**config.mk**
```make
export PLATFORM = sky130hd
export DESIGN_NAME = irq_unit
export DESIGN_NICKNAME = d
export VERILOG_FILES = /design/src/rtl/irq_unit_pkg.sv /design/src/rtl/irq_sync.sv /design/src/rtl/irq_regs.sv /design/src/rtl/irq_nmi.sv /design/src/rtl/irq_prio.sv /design/src/rtl/irq_unit.sv
export SDC_FILE = /design/constraint.sdc
export NUM_CORES = 1
export LEC_CHECK = 0
export BUFFER_PORTS_ARGS = -buffer_cell sky130_fd_sc_hd__buf_2
export CAP_MARGIN = 40
export CORE_ASPECT_RATIO = 1.2
export CORE_MARGIN = 5
export CORE_UTILIZATION = 53
export CTS_BUF_LIST = sky130_fd_sc_hd__clkbuf_4
export DETAILED_ROUTE_END_ITERATION = 6
export PLACE_DENSITY = 0.93
export SYNTH_ARGS = -nofsm -noshare
export SYNTH_HDL_FRONTEND = slang
export SYNTH_SLANG_ARGS = --single-unit
```
**constraint.sdc**
```tcl
create_clock -name clk -period 2.6 [get_ports clk]
set_input_delay 0.13 -clock clk [delete_from_list [all_inputs] [get_ports clk]]
set_output_delay 0.13 -clock clk [all_outputs]
set_load 0.01 [all_outputs]
```
**src/rtl/irq_unit_pkg.sv**
```systemverilog
package irq_unit_pkg;

    typedef enum logic [1:0] {
        TRIG_HIGH = 2'b00,
        TRIG_LOW  = 2'b01,
        TRIG_RISE = 2'b10,
        TRIG_FALL = 2'b11
    } trig_e;

endpackage

```
**src/rtl/irq_sync.sv**
```systemverilog
module irq_sync #(
    parameter int WIDTH = 5
) (
    input  logic             clk,
    input  logic             rst_n,
    input  logic [WIDTH-1:0] async_i,
    output logic [WIDTH-1:0] lvl_o,
    output logic [WIDTH-1:0] prev_o
);

    typedef struct packed {
        logic [WIDTH-1:0] stage1;
        logic [WIDTH-1:0] stage2;
        logic [WIDTH-1:0] last;
    } sync_t;

    sync_t sync_d, sync_q;

    always_comb begin
        sync_d        = sync_q;
        sync_d.stage1 = async_i;
        sync_d.stage2 = sync_q.stage1;
        sync_d.last   = sync_q.stage2;
    end

    always_ff @(posedge clk or negedge rst_n) begin
        if (!rst_n) begin
            sync_q <= '0;
        end else begin
            sync_q <= sync_d;
        end
    end

    assign lvl_o  = sync_q.stage2;
    assign prev_o = sync_q.last;

    // the value seen by the detectors is the pin two edges earlier
    a_r4_two_stage: assert property (@(posedge clk) disable iff (!rst_n)
        1'b1 |=> lvl_o == $past(sync_q.stage1));

endmodule

```
**src/rtl/irq_regs.sv**
```systemverilog
module irq_regs
    import irq_unit_pkg::*;
#(
    parameter int NUM_SRC  = 16,
    parameter int NUM_EXT  = 4,
    parameter int EXT_BASE = 12
) (
    input  logic                   clk,
    input  logic                   rst_n,
    input  logic [NUM_SRC-1:0]     int_lvl_i,
    input  logic [NUM_EXT-1:0]     ext_lvl_i,
    input  logic [NUM_EXT-1:0]     ext_prev_i,
    input  logic                   en_we_i,
    input  logic [NUM_SRC-1:0]     en_wdata_i,
    input  logic                   mode_we_i,
    input  logic [2*NUM_EXT-1:0]   mode_wdata_i,
    input  logic [NUM_SRC-1:0]     pend_clr_i,
    output logic [NUM_SRC-1:0]     enable_o,
    output logic [NUM_SRC-1:0]     pending_o
);

    localparam int EXT_LAST = EXT_BASE + NUM_EXT;

    typedef struct packed {
        logic [NUM_SRC-1:0]   en;
        logic [NUM_SRC-1:0]   pend;
        logic [2*NUM_EXT-1:0] mode;
    } regs_t;

    regs_t regs_d, regs_q;

    always_comb begin
        regs_d = regs_q;
        if (en_we_i) begin
            regs_d.en = en_wdata_i;
        end
        if (mode_we_i) begin
            regs_d.mode = mode_wdata_i;
        end
        for (int i = 0; i < NUM_SRC; i++) begin
            if (i >= EXT_BASE && i < EXT_LAST) begin
                int e;
                logic rise, fall, held;
                e    = i - EXT_BASE;
                rise = ext_lvl_i[e] & ~ext_prev_i[e];
                fall = ~ext_lvl_i[e] & ext_prev_i[e];
                held = regs_q.pend[i] & ~pend_clr_i[i];
                case (trig_e'(regs_q.mode[2*e +: 2]))
                    TRIG_HIGH: regs_d.pend[i] = ext_lvl_i[e];
                    TRIG_LOW:  regs_d.pend[i] = ~ext_lvl_i[e];
                    TRIG_RISE: regs_d.pend[i] = rise | held;
                    default:   regs_d.pend[i] = fall | held;
                endcase
            end else begin
                regs_d.pend[i] = int_lvl_i[i];
            end
        end
    end

    always_ff @(posedge clk or negedge rst_n) begin
        if (!rst_n) begin
            regs_q <= '0;
        end else begin
            regs_q <= regs_d;
        end
    end

    assign enable_o  = regs_q.en;
    assign pending_o = regs_q.pend;

    for (genvar g = 0; g < NUM_SRC; g++) begin : g_chk
        if (g >= EXT_BASE && g < EXT_LAST) begin : g_ext
            // an edge-latched bit only drops through a clear
            a_r6_edge_hold: assert property (@(posedge clk) disable iff (!rst_n)
                (regs_q.mode[2*(g-EXT_BASE)+1] && regs_q.pend[g]
                 && !pend_clr_i[g] && !mode_we_i) |=> regs_q.pend[g]);
        end else begin : g_int
            // peripheral lines are copied one edge later
            a_r3_int_follow: assert property (@(posedge clk) disable iff (!rst_n)
                1'b1 |=> regs_q.pend[g] == $past(int_lvl_i[g]));
        end
    end

    // a write strobe lands in the enable register
    a_r2_enable_load: assert property (@(posedge clk) disable iff (!rst_n)
        en_we_i |=> enable_o == $past(en_wdata_i));

endmodule

```
**src/rtl/irq_nmi.sv**
```systemverilog
module irq_nmi (
    input  logic clk,
    input  logic rst_n,
    input  logic lvl_i,
    input  logic prev_i,
    input  logic ack_i,
    output logic nmi_o
);

    typedef struct packed {
        logic req;
    } nmi_t;

    nmi_t nmi_d, nmi_q;

    always_comb begin
        nmi_d     = nmi_q;
        nmi_d.req = (lvl_i & ~prev_i) | (nmi_q.req & ~ack_i);
    end

    always_ff @(posedge clk or negedge rst_n) begin
        if (!rst_n) begin
            nmi_q <= '0;
        end else begin
            nmi_q <= nmi_d;
        end
    end

    assign nmi_o = nmi_q.req;

    // latched until acknowledged
    a_r10_nmi_hold: assert property (@(posedge clk) disable iff (!rst_n)
        (nmi_o && !ack_i) |=> nmi_o);

    // a synchronised rising edge always raises the request
    a_r10_nmi_set: assert property (@(posedge clk) disable iff (!rst_n)
        (lvl_i && !prev_i) |=> nmi_o);

endmodule

```
**src/rtl/irq_prio.sv**
```systemverilog
module irq_prio #(
    parameter int NUM_SRC = 16,
    localparam int IDX_W  = $clog2(NUM_SRC)
) (
    input  logic               clk,
    input  logic               rst_n,
    input  logic [NUM_SRC-1:0] active_i,
    output logic               req_o,
    output logic [IDX_W-1:0]   vec_o
);

    localparam logic [NUM_SRC-1:0] ONE = NUM_SRC'(1);

    always_comb begin
        req_o = 1'b0;
        vec_o = '0;
        for (int i = NUM_SRC - 1; i >= 0; i--) begin
            if (active_i[i]) begin
                req_o = 1'b1;
                vec_o = IDX_W'(i);
            end
        end
    end

    // the reported source is really active
    a_r9_vec_active: assert property (@(posedge clk) disable iff (!rst_n)
        req_o |-> active_i[vec_o]);

    // no active source sits below the reported one
    a_r9_lowest_wins: assert property (@(posedge clk) disable iff (!rst_n)
        req_o |-> ((active_i & ((ONE << vec_o) - ONE)) == '0));

endmodule

```
**src/rtl/irq_unit.sv**
```systemverilog
module irq_unit #(
    parameter int  NUM_SRC  = 16,
    parameter int  NUM_EXT  = 4,
    parameter int  EXT_BASE = 12,
    localparam int NUM_INT  = NUM_SRC - NUM_EXT,
    localparam int IDX_W    = $clog2(NUM_SRC)
) (
    input  logic                 clk,
    input  logic                 rst_n,
    input  logic [NUM_INT-1:0]   per_irq_i,
    input  logic [NUM_EXT-1:0]   ext_pin_i,
    input  logic                 nmi_pin_i,
    input  logic                 en_we_i,
    input  logic [NUM_SRC-1:0]   en_wdata_i,
    input  logic                 mode_we_i,
    input  logic [2*NUM_EXT-1:0] mode_wdata_i,
    input  logic [NUM_SRC-1:0]   pend_clr_i,
    input  logic                 nmi_ack_i,
    output logic [NUM_SRC-1:0]   enable_o,
    output logic [NUM_SRC-1:0]   pending_o,
    output logic                 irq_o,
    output logic [IDX_W-1:0]     irq_vec_o,
    output logic                 nmi_o
);

    logic [NUM_EXT:0]   sync_lvl, sync_prev;
    logic [NUM_SRC-1:0] int_lvl;

    for (genvar g = 0; g < NUM_SRC; g++) begin : g_map
        if (g < EXT_BASE) begin : g_low
            assign int_lvl[g] = per_irq_i[g];
        end else if (g >= EXT_BASE + NUM_EXT) begin : g_high
            assign int_lvl[g] = per_irq_i[g-NUM_EXT];
        end else begin : g_pin
            assign int_lvl[g] = 1'b0;
        end
    end

    irq_sync #(.WIDTH(NUM_EXT + 1)) i_sync (
        .clk     (clk),
        .rst_n   (rst_n),
        .async_i ({nmi_pin_i, ext_pin_i}),
        .lvl_o   (sync_lvl),
        .prev_o  (sync_prev)
    );

    irq_regs #(
        .NUM_SRC  (NUM_SRC),
        .NUM_EXT  (NUM_EXT),
        .EXT_BASE (EXT_BASE)
    ) i_regs (
        .clk          (clk),
        .rst_n        (rst_n),
        .int_lvl_i    (int_lvl),
        .ext_lvl_i    (sync_lvl[NUM_EXT-1:0]),
        .ext_prev_i   (sync_prev[NUM_EXT-1:0]),
        .en_we_i      (en_we_i),
        .en_wdata_i   (en_wdata_i),
        .mode_we_i    (mode_we_i),
        .mode_wdata_i (mode_wdata_i),
        .pend_clr_i   (pend_clr_i),
        .enable_o     (enable_o),
        .pending_o    (pending_o)
    );

    irq_nmi i_nmi (
        .clk    (clk),
        .rst_n  (rst_n),
        .lvl_i  (sync_lvl[NUM_EXT]),
        .prev_i (sync_prev[NUM_EXT]),
        .ack_i  (nmi_ack_i),
        .nmi_o  (nmi_o)
    );

    irq_prio #(.NUM_SRC(NUM_SRC)) i_prio (
        .clk      (clk),
        .rst_n    (rst_n),
        .active_i (pending_o & enable_o),
        .req_o    (irq_o),
        .vec_o    (irq_vec_o)
    );

    // a disabled source can never be the one presented
    a_r8_masked_quiet: assert property (@(posedge clk) disable iff (!rst_n)
        irq_o |-> enable_o[irq_vec_o]);

endmodule

```
==> results of run 1 <==
## through the flow
| step | std cells | setup WS [ns] | utilization | instance area, µm² | power [mW] |
|---|---|---|---|---|---|
| after floorplan | 187 | 1.35 | - | 2310 | 1.21 |
| after global placement | 297 | 1.22 | 0.609 | 2570 | 1.28 |
| after detailed placement | 297 | 1.22 | 0.609 | 2570 | 1.30 |
| after CTS | 347 | 0.794 | 0.720 | 3050 | 1.70 |
| after global routing | 347 | 0.641 | 0.720 | 3050 | 1.78 |
| final | 347 | 0.761 | 0.720 | 3050 | 1.68 |
## report_power, final
| group | switching, mW | leakage [nW] | internal, mW |
|---|---|---|---|
| Clock | 0.252 | 0.0324 | 0.100 |
| Sequential | 0.0551 | 0.656 | 0.940 |
| Combinational | 0.154 | 0.803 | 0.181 |
| Total | 0.461 | 1.49 | 1.22 |
## worst max-delay path by stage
stage	depth (start not counted)	slack (ns)	start	endpoint
detailed placement	5	1.22	i_regs.enable_o[14]	irq_o
finish	5	0.76	i_regs.pending_o[15]	irq_o
global route	5	0.64	i_regs.pending_o[15]	irq_o
floorplan	3	1.35	i_regs.enable_o[2]	irq_vec_o[3]
global placement	6	1.22	i_regs.enable_o[14]	irq_vec_o[0]
CTS	6	0.79	i_regs.enable_o[14]	irq_vec_o[0]
## cell families after synthesis
group	count (synthesis)	synth area share
and+or+nand+nor	46	0.0873
DFF	56	0.607
AOI/OAI and AO/OA	20	0.0683
muxes	24	0.117
buffers and inverters	41	0.120
## final cells by class
| class | count | area, µm² |
|---|---|---|
| repair buffers | 131 | 871 |
| flip-flops and latches | 56 | 1400 |
| clock inverters | 3 | 13.8 |
| inverters | 6 | 22.5 |
| multi-input cells | 90 | 629 |
| clock buffers | 5 | 37.5 |
| well taps | 56 | 70.1 |
| fillers | 312 | 1180 |
## timing repair
action,4_1_cts,5_1_grt
hold buffers,42,0
endpoints found under the hold margin,73,0
endpoints found under the setup margin,0,0
## routing by layer
layer | global-route usage | vias to the layer above
met3 | 0.0545 | 8
met2 | 0.375 | 61
met5 | 0 | -
met4 | 0.0575 | 0
met1 | 0.210 | 827
li1 | - | 811
## flip-flops by register name (all words and copies together) (netlist names)
signal and cells:
i_sync.sync_d 5, i_nmi.nmi_o 1, i_sync.lvl_o 5, i_regs.enable_o 16, i_regs.pending_o 16, i_regs.regs_q 8
i_sync.prev_o 5
## cell usage in the layout (no fill, tap or decap)
cell type,count
clkbuf_4,5
a32o_1,2
nor2_1,6
buf_4,2
a211oi_1,4
o22ai_1,1
inv_1,6
nand3_1,4
nand4_1,1
nor3_1,1
buf_2,87
a21oi_1,2
mux2_2,24
a21oi_2,1
a31oi_1,1
o21ai_1,1
a311o_1,4
clkinv_2,2
nor4_1,1
o21bai_1,1
nand2_1,27
clkinv_1,1
a22oi_1,2
dlygate4sd3_1,42
dfrtp_1,56
nand3b_1,2
a22o_1,1
nand2b_1,4
## critical path: stages, from the launching register on
cell and delay, ns:
dfrtp_1 0.46, a22oi_1 0.23, nand3_1 0.14, nor3_1 0.25, nand3b_1 0.12, buf_2 0.15
==> results_dict.tcl, run 1 <==
set metrics [dict create \
    netlist_area_um2 2310 \
    rsz0062_at_grt "false" \
    grt_pass1_vias 1868 \
    core_area_um2 4230 \
    diodes 0 \
    dominantRegCellSynth "dfrtp_1" \
    maxSlewViolCount 0 \
    p_per_area_nw_per_um2 552 \
    clock_latency_ns 0.37 \
    yosys.cell_count.top_type "dfrtp_1" \
    leakage_nw 1.49 \
    period_share 0.707 \
    yosysUniqueCellTypes 24 \
    timing.rr.start "i_sync.prev_o[3]" \
    grt_use_total 0.196 \
    drc 0 \
    dr_wl_met3_um 304 \
    async_flop_share 1.00 \
    dp_hpwl_um 3520 \
    synthCells 187 \
    fin_setup_tns_ns 0 \
    min_from "mode_wdata_i[5]" \
    syn_nets 249 \
    whs_path_depth 2 \
    crit_fanout 4 \
    antenna_found_initial 0 \
    ys_seq_elements 56 \
    via_per_inst 4.92 \
    post_cts_resized 0 \
    drtPass1Iterations 4 \
    grt_overflow 0 \
    postRouteAntennaNets 0 \
    die_w_um 70.2 \
    routed.top_layer "met4" \
    layout_min_cycle_time_ns 1.84 \
    finish.net_count 352 \
    maxCapViolations 0 \
    rows 26 \
    cts_made_buffers 5 \
    worstRegToRegCells 2 \
    yosys_warnings 0 \
    ys_top_cells_by_area "dfrtp_1 61%, mux2_2 12%, buf_4 10%, nand2_1 4.4%, a311o_1 1.7%" \
    grt_pass1_wl_um 8700 \
    crit_required_ns 2.47 \
    slew_headroom 0.511 \
    drtIter0Drc 37 \
    cts.sinks 56 \
    synth_common_cells "56 x dfrtp_1, 32 x buf_4, 27 x nand2_1, 24 x mux2_2" \
    synth_top_cell_by_area "dfrtp_1" \
    cp-end-kind "output pin" \
    clockBufferDepth 2 \
    hold_path.class "primary input to register" \
    worstSetupPathType "register to output pin" \
    max_freq_mhz 544 \
    hold_viol 0 \
    run_status "finished clean" \
    num_io_pins 100 \
    finClkSkew_ns 0.00904 \
    crit_path_start_kind "register" \
    yosysSeqAreaShare 0.607 \
    grt_max_degree 35 \
    fp.dieArea_um2 5780 \
    io_buffers 87 \
    cp.arrival_ns 1.71 \
    drt-total-wl_um 5200 \
    peakVddDrop_uv 414 \
    r2r_end "i_regs.pending_o[15]" \
    synth_edf_count 0 \
    cts_tree "built" \
    clk_pin_slew_ns 0.14 \
    hold_end "i_regs.regs_q[5]" \
    yosys.area.top_type_share 0.607 \
    fp.dieH_um 82.3 \
    cts_max_level 2 \
    setup_viol 0 \
    via_count 1707 \
    start_util 0.546 \
    gp_congestion 0.783 \
    wire_per_inst_um 15.0 \
    area_growth_pct 31.9 \
    whs_ns 0.0351 \
    cts_setup_buffers 0 \
    wl_met1_um 1910 \
    drive_gt1_frac 0.416 \
    cts-root-buf "clkbuf_4" \
    wl_met2_um 2910 \
    r2r_slack_ns 1.61 \
    tightest_slew_ns 0.734 \
    syn_avg_cell_area_um2 12.3 \
]
Power figures use the tool's default switching activity.
==> run 2: changes to the inputs <==
--- a/config.mk
+++ b/config.mk
@@ -9,10 +9,10 @@
 export CAP_MARGIN = 40
 export CORE_ASPECT_RATIO = 1.2
 export CORE_MARGIN = 5
-export CORE_UTILIZATION = 53
+export CORE_UTILIZATION = 49
 export CTS_BUF_LIST = sky130_fd_sc_hd__clkbuf_4
 export DETAILED_ROUTE_END_ITERATION = 6
-export PLACE_DENSITY = 0.93
+export PLACE_DENSITY = 0.87
 export SYNTH_ARGS = -nofsm -noshare
 export SYNTH_HDL_FRONTEND = slang
 export SYNTH_SLANG_ARGS = --single-unit
==> constraint.sdc (replaced) <==
create_clock -name clk -period 1.91 [get_ports clk]
set_input_delay 0.0955 -clock clk [delete_from_list [all_inputs] [get_ports clk]]
set_output_delay 0.0955 -clock clk [all_outputs]
set_load 0.01 [all_outputs]
==> results_dict.tcl, run 2 (synthesis results as in run 1) <==
set metrics [dict create \
    wire_per_inst_um 13.8 \
    io_buffers 87 \
    max_freq_mhz 561 \
    grt_pass1_vias 1771 \
    dp_hpwl_um 3470 \
    clk_pin_slew_ns 0.14 \
    drive_gt1_frac 0.417 \
    cts-root-buf "clkbuf_4" \
    via_count 1687 \
    run_status "finished clean" \
    layout_commonest_cell "buf_2" \
    rsz0062_at_grt "false" \
    fp.dieH_um 85.2 \
    hold_path.class "primary input to register" \
    core_area_um2 4590 \
    finish.net_count 352 \
    crit_path_start_kind "register" \
    period_share 0.933 \
    cp-end-kind "output pin" \
    grt_overflow 0 \
    maxCapViolations 0 \
    crit_required_ns 1.81 \
    diodes 0 \
    grt_use_total 0.165 \
    cts_made_buffers 5 \
    fp.dieArea_um2 6190 \
    cts.sinks 56 \
    antenna_found_initial 0 \
    tightest_slew_ns 0.767 \
    peakVddDrop_uv 432 \
    setup_viol 0 \
    cts_tree "built" \
    drtPass1Iterations 3 \
    grt_max_degree 35 \
    gp_congestion 0.778 \
    area_growth_pct 33.1 \
    drc 0 \
    worstSetupPathType "register to output pin" \
    hold_viol 0 \
    clock_latency_ns 0.36 \
    maxSlewViolCount 0 \
    finClkSkew_ns 0.00365 \
    p_per_area_nw_per_um2 740 \
    clockBufferDepth 2 \
    crit_fanout 4 \
    leakage_nw 1.49 \
    layout_common_cells "87 x buf_2, 56 x dfrtp_1, 43 x dlygate4sd3_1" \
    final_cell_count_no_fill 348 \
    slew_headroom 0.488 \
    rows 27 \
    cts_max_level 2 \
    place_inst 298 \
    layout_min_cycle_time_ns 1.78 \
    grt_pass1_wl_um 7850 \
    postRouteAntennaNets 0 \
    start_util 0.502 \
    via_per_inst 4.85 \
    die_w_um 72.7 \
    whs_ns 0.0517 \
    drtIter0Drc 35 \
    num_io_pins 100 \
    cp.arrival_ns 1.69 \
    fin_setup_tns_ns 0 \
    drt-total-wl_um 4820 \
]
## run 2: cell count changes in the layout (fill, tap and decap cells not counted), sizes merged
cell         delta
buf             -1
clkinv          -1
dlygate4sd3     +1
## run 2: repair_timing
item,CTS,global route
hold endpoints to repair,75,0
gates resized for setup,0,3
buffers inserted,0,0
setup endpoints to repair,0,2
hold buffers,43,0
## run 2: critical path, cell delays in order, from the launching register on
cell,delay [ns]
dfrtp_1,0.44
nand2_1,0.08
a32o_1,0.26
a22o_1,0.21
a21oi_2,0.15
o21ai_1,0.07
buf_2,0.14
## run 2: power by group
part           switching (mW)  internal (mW)  leakage [nW]
sequential             0.0739           1.28         0.656
clock                   0.331          0.130        0.0261
combinational           0.208          0.252         0.810
total                   0.613           1.66          1.49
## run 2: worst paths after layout
| kind | from | endpoint | slack [ns] | cells past startpoint |
|---|---|---|---|---|
| max reg2reg | i_sync.prev_o[1] | i_regs.pending_o[13] | 0.92 | 2 |
| max | i_regs.enable_o[14] | irq_vec_o[0] | 0.13 | 6 |
| min reg2reg | i_sync.sync_d[5] | i_sync.lvl_o[0] | 0.37 | 0 |
| min | pend_clr_i[12] | i_regs.pending_o[12] | 0.05 | 3 |
| min in group asynchronous | rst_n | i_regs.regs_q[1] | 0.34 | 2 |
| max in group asynchronous | rst_n | i_regs.regs_q[3] | 0.98 | 3 |
## run 2: cell type report
| type | count | area, µm² |
|---|---|---|
| Multi-Input combinational cell | 90 | 646 |
| Clock buffer | 5 | 37.5 |
| Timing Repair Buffer | 131 | 886 |
| Clock inverter | 2 | 7.51 |
| Tap cell | 58 | 72.6 |
| Inverter | 6 | 22.5 |
| Sequential cell | 56 | 1400 |
| Fill cell | 346 | 1520 |
## run 2: per-layer routing
layer  vias to the layer above  share of wire  global-route usage
met5                         -              0                   0
met4                         0          0.011              0.0503
met3                         5          0.076              0.0450
met2                        58           0.53               0.296
met1                       813           0.39               0.188
li1                        811              -                   -
## run 2: per-stage QoR
step           cell area, µm²  power (mW)   util  worst slack [ns]
6_report                 3070        2.27  0.669             0.128
5_1_grt                  3070        2.41  0.669            0.0399
4_1_cts                  3060        2.30  0.665             0.118
3_5_place_dp             2580        1.77  0.562             0.556
3_3_place_gp             2580        1.75  0.562             0.565
2_1_floorplan            2310        1.65      -             0.691
